===== config.mk =====
export PLATFORM = sky130hd
export DESIGN_NAME = line_bringup_seq
export DESIGN_NICKNAME = d
export VERILOG_FILES = /design/src/rtl/lbs_pkg.sv /design/src/rtl/lbs_tick_timer.sv /design/src/rtl/lbs_retry_ctr.sv /design/src/rtl/lbs_mode_dec.sv /design/src/rtl/line_bringup_seq.sv
export SDC_FILE = /design/constraint.sdc
export NUM_CORES = 1
export LEC_CHECK = 0
export CORE_UTILIZATION = 35
export CTS_CLUSTER_SIZE = 12
export DETAILED_ROUTE_END_ITERATION = 8
export HOLD_SLACK_MARGIN = 0.12
export PLACE_DENSITY = 0.67
export SLEW_MARGIN = 30
export SYNTH_ARGS = -nofsm -noshare
export SYNTH_HDL_FRONTEND = slang
export SYNTH_HIERARCHICAL = 1
export SYNTH_SLANG_ARGS = --single-unit

===== constraint.sdc =====
create_clock -name clk -period 3.55 [get_ports clk]
set_input_delay 1.065 -clock clk [delete_from_list [all_inputs] [get_ports clk]]
set_output_delay 1.065 -clock clk [all_outputs]
set_load 0.01 [all_outputs]

===== src/rtl/lbs_pkg.sv =====
`timescale 1ns/1ps
package lbs_pkg;

  typedef enum logic [3:0] {
    ST_IDLE     = 4'd0,
    ST_CLKCFG   = 4'd1,
    ST_LINKWAIT = 4'd2,
    ST_OFFHOOK  = 4'd3,
    ST_CAL      = 4'd4,
    ST_APPLY    = 4'd5,
    ST_RUN      = 4'd6,
    ST_PDPULSE  = 4'd7,
    ST_FAULT    = 4'd8
  } bring_st_e;

  function automatic int max3(input int a, input int b, input int c);
    int m;
    m = (a > b) ? a : b;
    return (m > c) ? m : c;
  endfunction

endpackage


===== src/rtl/lbs_tick_timer.sv =====
`timescale 1ns/1ps
module lbs_tick_timer #(
  parameter int W = 8
) (
  input  logic         clk,
  input  logic         rst,
  input  logic         load,
  input  logic [W-1:0] load_val,
  input  logic         tick,
  output logic         done
);

  logic [W-1:0] cnt_q;

  always_ff @(posedge clk) begin
    if (rst) begin
      cnt_q <= '0;
    end else if (load) begin
      cnt_q <= load_val;
    end else if (tick && (cnt_q != '0)) begin
      cnt_q <= cnt_q - 1'b1;
    end
  end

  assign done = (cnt_q == '0);


  timer_no_wrap_chk: assert property (@(posedge clk) disable iff (rst)
    (!load && (cnt_q == '0)) |=> (cnt_q == '0));

endmodule


===== src/rtl/lbs_retry_ctr.sv =====
`timescale 1ns/1ps
module lbs_retry_ctr #(
  parameter int MAX_RETRY = 3,
  parameter int W         = 2
) (
  input  logic clk,
  input  logic rst,
  input  logic clr,
  input  logic inc,
  output logic full
);

  logic [W-1:0] cnt_q;

  always_ff @(posedge clk) begin
    if (rst || clr) begin
      cnt_q <= '0;
    end else if (inc && (cnt_q != W'(MAX_RETRY))) begin
      cnt_q <= cnt_q + 1'b1;
    end
  end

  assign full = (cnt_q == W'(MAX_RETRY));


  retry_bound_chk: assert property (@(posedge clk) disable iff (rst)
    cnt_q <= W'(MAX_RETRY));

endmodule


===== src/rtl/lbs_mode_dec.sv =====
`timescale 1ns/1ps
module lbs_mode_dec #(
  parameter int MODE_W = 2,
  parameter int NMODE  = 3
) (
  input  logic [MODE_W-1:0] code,
  output logic [NMODE-1:0]  onehot
);

  for (genvar i = 0; i < NMODE; i++) begin : g_bit
    assign onehot[i] = (code == MODE_W'(i + 1));
  end

endmodule


===== src/rtl/line_bringup_seq.sv =====
`timescale 1ns/1ps
module line_bringup_seq
  import lbs_pkg::*;
#(
  parameter int CAL_TICKS  = 402750,
  parameter int LINK_TICKS = 10000,
  parameter int PD_TICKS   = 1000,
  parameter int MAX_RETRY  = 3,
  parameter int RATE_W     = 4,
  parameter int MODE_W     = 2,
  localparam int NMODE     = (1 << MODE_W) - 1
) (
  input  logic              clk,
  input  logic              rst,
  input  logic              start,
  input  logic [RATE_W-1:0] rate_sel,
  input  logic [MODE_W-1:0] test_mode,
  input  logic              link_valid,
  input  logic              tick,
  output logic              clk_cfg_wr,
  output logic [RATE_W-1:0] clk_rate,
  output logic              power_down,
  output logic              off_hook,
  output logic [NMODE-1:0]  mode_onehot,
  output logic              ready,
  output logic              fault
);

  localparam int MAXT = max3(CAL_TICKS, LINK_TICKS, PD_TICKS);
  localparam int TW   = $clog2(MAXT + 1);
  localparam int RW   = $clog2(MAX_RETRY + 2);

  bring_st_e st_q, st_n;
  logic      start_q, start_rise;
  logic      fail_now;
  logic      tmr_load, tmr_done;
  logic [TW-1:0] tmr_val;
  logic      rty_clr, rty_inc, rty_full;
  logic [NMODE-1:0] mode_dec;

  assign start_rise = start && !start_q;

  // ---------------- next-state logic ----------------
  always_comb begin
    st_n     = st_q;
    fail_now = 1'b0;
    case (st_q)
      ST_IDLE:     if (start) st_n = ST_CLKCFG;
      ST_CLKCFG:   st_n = ST_LINKWAIT;
      ST_LINKWAIT: begin
        if (link_valid)    st_n = ST_OFFHOOK;
        else if (tmr_done) fail_now = 1'b1;
      end
      ST_OFFHOOK: begin
        if (link_valid)    st_n = ST_CAL;
        else if (tmr_done) fail_now = 1'b1;
      end
      ST_CAL:      if (tmr_done) st_n = ST_APPLY;
      ST_APPLY:    st_n = ST_RUN;
      ST_RUN:      st_n = ST_RUN;
      ST_PDPULSE:  if (tmr_done) st_n = ST_LINKWAIT;
      ST_FAULT:    if (start_rise) st_n = ST_CLKCFG;
      default:     st_n = ST_IDLE;
    endcase
    if (fail_now) st_n = rty_full ? ST_FAULT : ST_PDPULSE;
    if (!start && (st_q != ST_FAULT)) st_n = ST_IDLE;
  end

  // ---------------- timer load selection ----------------
  always_comb begin
    tmr_load = (st_n != st_q);
    case (st_n)
      ST_LINKWAIT, ST_OFFHOOK: tmr_val = TW'(LINK_TICKS);
      ST_CAL:                  tmr_val = TW'(CAL_TICKS);
      ST_PDPULSE:              tmr_val = TW'(PD_TICKS);
      default:                 tmr_val = '0;
    endcase
  end

  assign rty_clr = (st_n == ST_CLKCFG);
  assign rty_inc = (st_n == ST_PDPULSE) && (st_q != ST_PDPULSE);

  lbs_tick_timer #(.W(TW)) u_timer (
    .clk      (clk),
    .rst      (rst),
    .load     (tmr_load),
    .load_val (tmr_val),
    .tick     (tick),
    .done     (tmr_done)
  );

  lbs_retry_ctr #(.MAX_RETRY(MAX_RETRY), .W(RW)) u_retry (
    .clk  (clk),
    .rst  (rst),
    .clr  (rty_clr),
    .inc  (rty_inc),
    .full (rty_full)
  );

  lbs_mode_dec #(.MODE_W(MODE_W), .NMODE(NMODE)) u_mode_dec (
    .code   (test_mode),
    .onehot (mode_dec)
  );

  // ---------------- state and registered outputs ----------------
  always_ff @(posedge clk) begin
    if (rst) begin
      st_q        <= ST_IDLE;
      start_q     <= 1'b0;
      clk_cfg_wr  <= 1'b0;
      clk_rate    <= '0;
      power_down  <= 1'b1;
      off_hook    <= 1'b0;
      mode_onehot <= '0;
      ready       <= 1'b0;
      fault       <= 1'b0;
    end else begin
      st_q       <= st_n;
      start_q    <= start;
      clk_cfg_wr <= (st_n == ST_CLKCFG);
      if (st_n == ST_CLKCFG) clk_rate <= rate_sel;
      power_down <= (st_n == ST_IDLE) || (st_n == ST_CLKCFG) ||
                    (st_n == ST_PDPULSE) || (st_n == ST_FAULT);
      off_hook   <= (st_n == ST_OFFHOOK) || (st_n == ST_CAL) ||
                    (st_n == ST_APPLY) || (st_n == ST_RUN);
      if (st_n == ST_APPLY)    mode_onehot <= mode_dec;
      else if (st_n != ST_RUN) mode_onehot <= '0;
      ready      <= (st_n == ST_RUN) && link_valid;
      fault      <= (st_n == ST_FAULT);
    end
  end

  // ---------------- checks ----------------
  logic [TW-1:0] pd_seen_q;
  always_ff @(posedge clk) begin
    if (rst || (st_q != ST_PDPULSE)) pd_seen_q <= '0;
    else if (tick && (pd_seen_q != '1)) pd_seen_q <= pd_seen_q + 1'b1;
  end


  cfg_while_down_chk: assert property (@(posedge clk) disable iff (rst)
    clk_cfg_wr |-> (power_down && !off_hook));


  cfg_single_pulse_chk: assert property (@(posedge clk) disable iff (rst)
    clk_cfg_wr |=> !clk_cfg_wr);


  hook_needs_power_chk: assert property (@(posedge clk) disable iff (rst)
    off_hook |-> !power_down);


  pd_pulse_len_chk: assert property (@(posedge clk) disable iff (rst)
    (st_q == ST_PDPULSE && st_n == ST_LINKWAIT) |-> (pd_seen_q >= TW'(PD_TICKS - 1)));


  fault_safe_chk: assert property (@(posedge clk) disable iff (rst)
    fault |-> (power_down && !off_hook && !ready && (mode_onehot == '0)));


  fault_hold_chk: assert property (@(posedge clk) disable iff (rst)
    (fault && !start) |=> fault);


  mode_exclusive_chk: assert property (@(posedge clk) disable iff (rst)
    $onehot0(mode_onehot));


  ready_needs_hook_chk: assert property (@(posedge clk) disable iff (rst)
    ready |-> off_hook);


  start_drop_chk: assert property (@(posedge clk) disable iff (rst)
    !start |=> (power_down && !off_hook && !ready));

endmodule


==> flow_summary.json <==
{
  "status": "complete, no violations",
  "drc": 0,
  "switching_share_pct": 36.3,
  "postRouteAntennaNets": 0,
  "vias_per_cell": 5.84,
  "placementRows": 31,
  "synth_most_common_cell": "dfxtp_1",
  "avgSynthCellArea_um2": 8.81,
  "rsz0062_at_grt": "no",
  "grt_overflow": 0,
  "dieArea_mm2": 0.00816,
  "required_ns": 3.77,
  "worst_ir_drop_vdd_v": 0.000164,
  "cts_resized": 0,
  "nFillCells": 729,
  "tightest_slew_ns": 0.724,
  "synth_common_cells": "dfxtp_1 (39), nor2_1 (28), nor3_1 (18)",
  "cts_sinks": 39,
  "worstHoldPathType": "flop to flop",
  "min-delay-start": "mode_onehot[1]$_SDFFE_PP0P_",
  "startpoint_type": "flop",
  "fin_crit_sh_pct": 93.9,
  "fmax_ghz": 0.300,
  "drive_gt1_share_pct": 22.7,
  "syn_area_mm2": 0.00273,
  "cts.hold.buffers_added": 0,
  "syn_inst": 310,
  "finalMaxSlewViolations": 0,
  "p_clk_share_pct": 29.2,
  "grt_use_total_pct": 17.8,
  "power_density_mw_per_mm2": 418,
  "areaGrowthSynthToFinish_pct": 20.2,
  "synth.area.top_cells": "dfxtp_1 (29%), nor2_1 (3.8%), nor3_1 (3.3%)",
  "ff2ff_path_depth": 12,
  "grt_pass1_vias": 2333,
  "skew_ns": 0.0137,
  "leakage_nw": 1.17,
  "ios": 23,
  "cts.path.max_buffers": 2,
  "hold_viol": 0,
  "cts_buffers": 5,
  "cts_max_level": 2,
  "regToRegEndpoint": "u_timer/cnt_q[3]$_SDFFE_PP0P_",
  "synth_cell_type_count": 80,
  "yosys_warnings": 6,
  "slew_headroom_pct": 51.0,
  "dp_hpwl_mm": 5.32,
  "setup_violations": 0,
  "fin_area_mm2": 0.00328,
  "initial_core_util_pct": 36.9,
  "synth_top_area_share_pct": 28.6,
  "post_cts_buffers": 0,
  "synth_edf_count": 0,
  "n_antenna_cell": 0,
  "async_flop_share_pct": 0,
  "wire_per_inst_um": 15.8,
  "setup-tns-final_ns": 0,
  "crit_path_end_kind": "flop",
  "portBuffers": 22,
  "grt_pass1_wl_mm": 11.7,
  "min_to": "mode_onehot[1]$_SDFFE_PP0P_",
  "wirelength_mm": 7.12,
  "worstPathArrival_ns": 3.56,
  "drt-pass1-iter-count": 5,
  "pwr-share-comb_pct": 32.6,
  "ff2ff_setup_slack_ns": 0.22,
  "via_count": 2632,
  "cts-root-buf": "clkbuf_8",
  "worstSetupPathType": "flop to flop",
  "die_width_um": 90.3,
  "grt_max_degree": 20,
  "power.switching_mw": 0.498,
  "pwr-share-seq_pct": 38.2,
  "clock_latency_ns": 0.31,
  "grt_antenna_before_repair": 0,
  "yosysTopAreaCell": "dfxtp_1",
  "whs_path_depth": 2,
  "gp_congestion": 0.923,
  "placed_cell_area_mm2": 0.00317,
  "critPathMaxFanout": 6,
  "ys_seq_elements": 39,
  "internal_power_mw": 0.875,
  "die_y_um": 90.3,
  "r2r_start": "u_timer/cnt_q[10]$_SDFFE_PP0P_",
  "drt-initial-drc-count": 205,
  "synth_ff_type": "dfxtp_1",
  "yosysSeqAreaShare_pct": 28.6,
  "period_needed_ns": 3.33,
  "cts_tree": "yes",
  "cap_violations": 0,
  "nets": 365,
  "core_mm2": 0.00741,
  "clk_pin_slew_ns": 0.09
}
[registers in the layout (all words and copies together), names as in the netlist]
| signal | count |
|---|---|
| mode_onehot | 3 |
| off_hook | 1 |
| clk_cfg_wr | 1 |
| clk_rate | 4 |
| ready | 1 |
| u_timer/cnt_q | 19 |
| u_retry/cnt_q | 3 |
| fault | 1 |
| power_down | 1 |
| start_q | 1 |
| st_q | 4 |
[through the flow]
stage	power, mW	hold slack [ns]	util [%]	std cells	worst slack (ns)
after floorplan	0.848	0.485	-	315	0.194
after global placement	0.964	0.461	42.7	443	0.0347
after detailed placement	0.974	0.466	42.7	443	-0.0374
after CTS	1.37	0.480	44.3	451	0.272
after global routing	1.45	0.515	44.3	451	0.0190
final	1.37	0.473	44.3	451	0.216
[kinds of logic (layout without fill, tap and decap cells)]
family / after synthesis / count (layout) / synth area share, %
AND/OR/NAND/NOR: 136 / 136 / 33.0
AO/OA/AOI/OAI: 86 / 86 / 26.3
flip-flops: 39 / 39 / 28.6
buffers and inverters: 35 / 72 / 7.01
multiplexers: 8 / 8 / 2.98
adder cells (fa/ha/maj): 3 / 3 / 1.37
XOR/XNOR: 2 / 2 / 0.641
other: 1 / 6 / 0.137
[placed cells by master (no fill, tap or decap), types with 3 or more instances in the layout]
master	netlist	routed
clkdlybuf4s50_1	0	22
and3b_1	3	3
o2111a_1	3	3
o211ai_1	5	5
nor3_1	18	18
buf_4	3	28
ha_1	3	3
nor2_1	28	28
a31oi_1	5	5
a311oi_1	5	5
o41ai_1	3	3
or2b_2	8	8
conb_1	1	6
a21oi_1	11	11
nand3_1	4	4
a2111oi_0	3	3
nand2_1	14	14
o311a_1	4	4
o21ai_0	13	13
mux2i_1	7	7
nor4_1	3	3
a2111oi_2	4	4
nor4_2	3	3
or3_1	3	3
dfxtp_1	39	39
nand4_1	11	11
a211oi_1	5	5
nor2b_1	6	6
clkbuf_8	0	5
inv_1	12	12
o31ai_1	3	3
[power groups by stage]
stage | registers (mW) | clock network, mW | logic (mW)
finish | 0.524 | 0.401 | 0.448
global route | 0.530 | 0.431 | 0.485
CTS | 0.523 | 0.409 | 0.442
detailed placement | 0.533 | 0 | 0.441
global placement | 0.531 | 0 | 0.433
floorplan | 0.521 | 0 | 0.327
[worst max-delay path, stage by stage, from the launching register on]
cell       delay (ns)
dfxtp_1          0.40
nor4_2           0.47
nand4_1          0.17
nor2_1           0.27
buf_4            0.20
and4b_1          0.23
o2bb2ai_2        0.21
or2_4            0.21
a21oi_1          0.04
a211oi_1         0.45
o21ai_0          0.14
a211o_1          0.25
a211oi_1         0.20
[final cells by class]
| cell class | instances | area, µm² | area share, % |
|---|---|---|---|
| multi-input combinational | 241 | 1780 | 54.2 |
| sequential | 39 | 781 | 23.8 |
| timing repair buffer | 50 | 430 | 13.1 |
| tap | 99 | 124 | 3.77 |
| clock buffer | 5 | 68.8 | 2.10 |
| inverter | 14 | 52.6 | 1.60 |
| clock inverter | 3 | 47.5 | 1.45 |
[per-layer routing]
layer	global-route usage, %	up-vias	share of wire (%)
met2	27.4	105	45
met5	0	-	0
met3	3.54	10	6.9
met4	6.72	0	1.5
li1	-	1267	-
met1	24.3	1250	46
[worst max-delay path by stage]
stage | startpoint | endpoint | slack [ns]
floorplan | u_timer/cnt_q[6]$_SDFFE_PP0P_ | u_timer/cnt_q[11]$_SDFFE_PP0P_ | 0.19
finish | u_timer/cnt_q[10]$_SDFFE_PP0P_ | u_timer/cnt_q[3]$_SDFFE_PP0P_ | 0.22
global placement | link_valid | u_timer/cnt_q[15]$_SDFFE_PP0P_ | 0.03
CTS | u_timer/cnt_q[10]$_SDFFE_PP0P_ | u_timer/cnt_q[11]$_SDFFE_PP0P_ | 0.27
global route | u_timer/cnt_q[10]$_SDFFE_PP0P_ | u_timer/cnt_q[15]$_SDFFE_PP0P_ | 0.02
detailed placement | start | u_timer/cnt_q[11]$_SDFFE_PP0P_ | -0.04
Power figures use the tool's default switching activity.
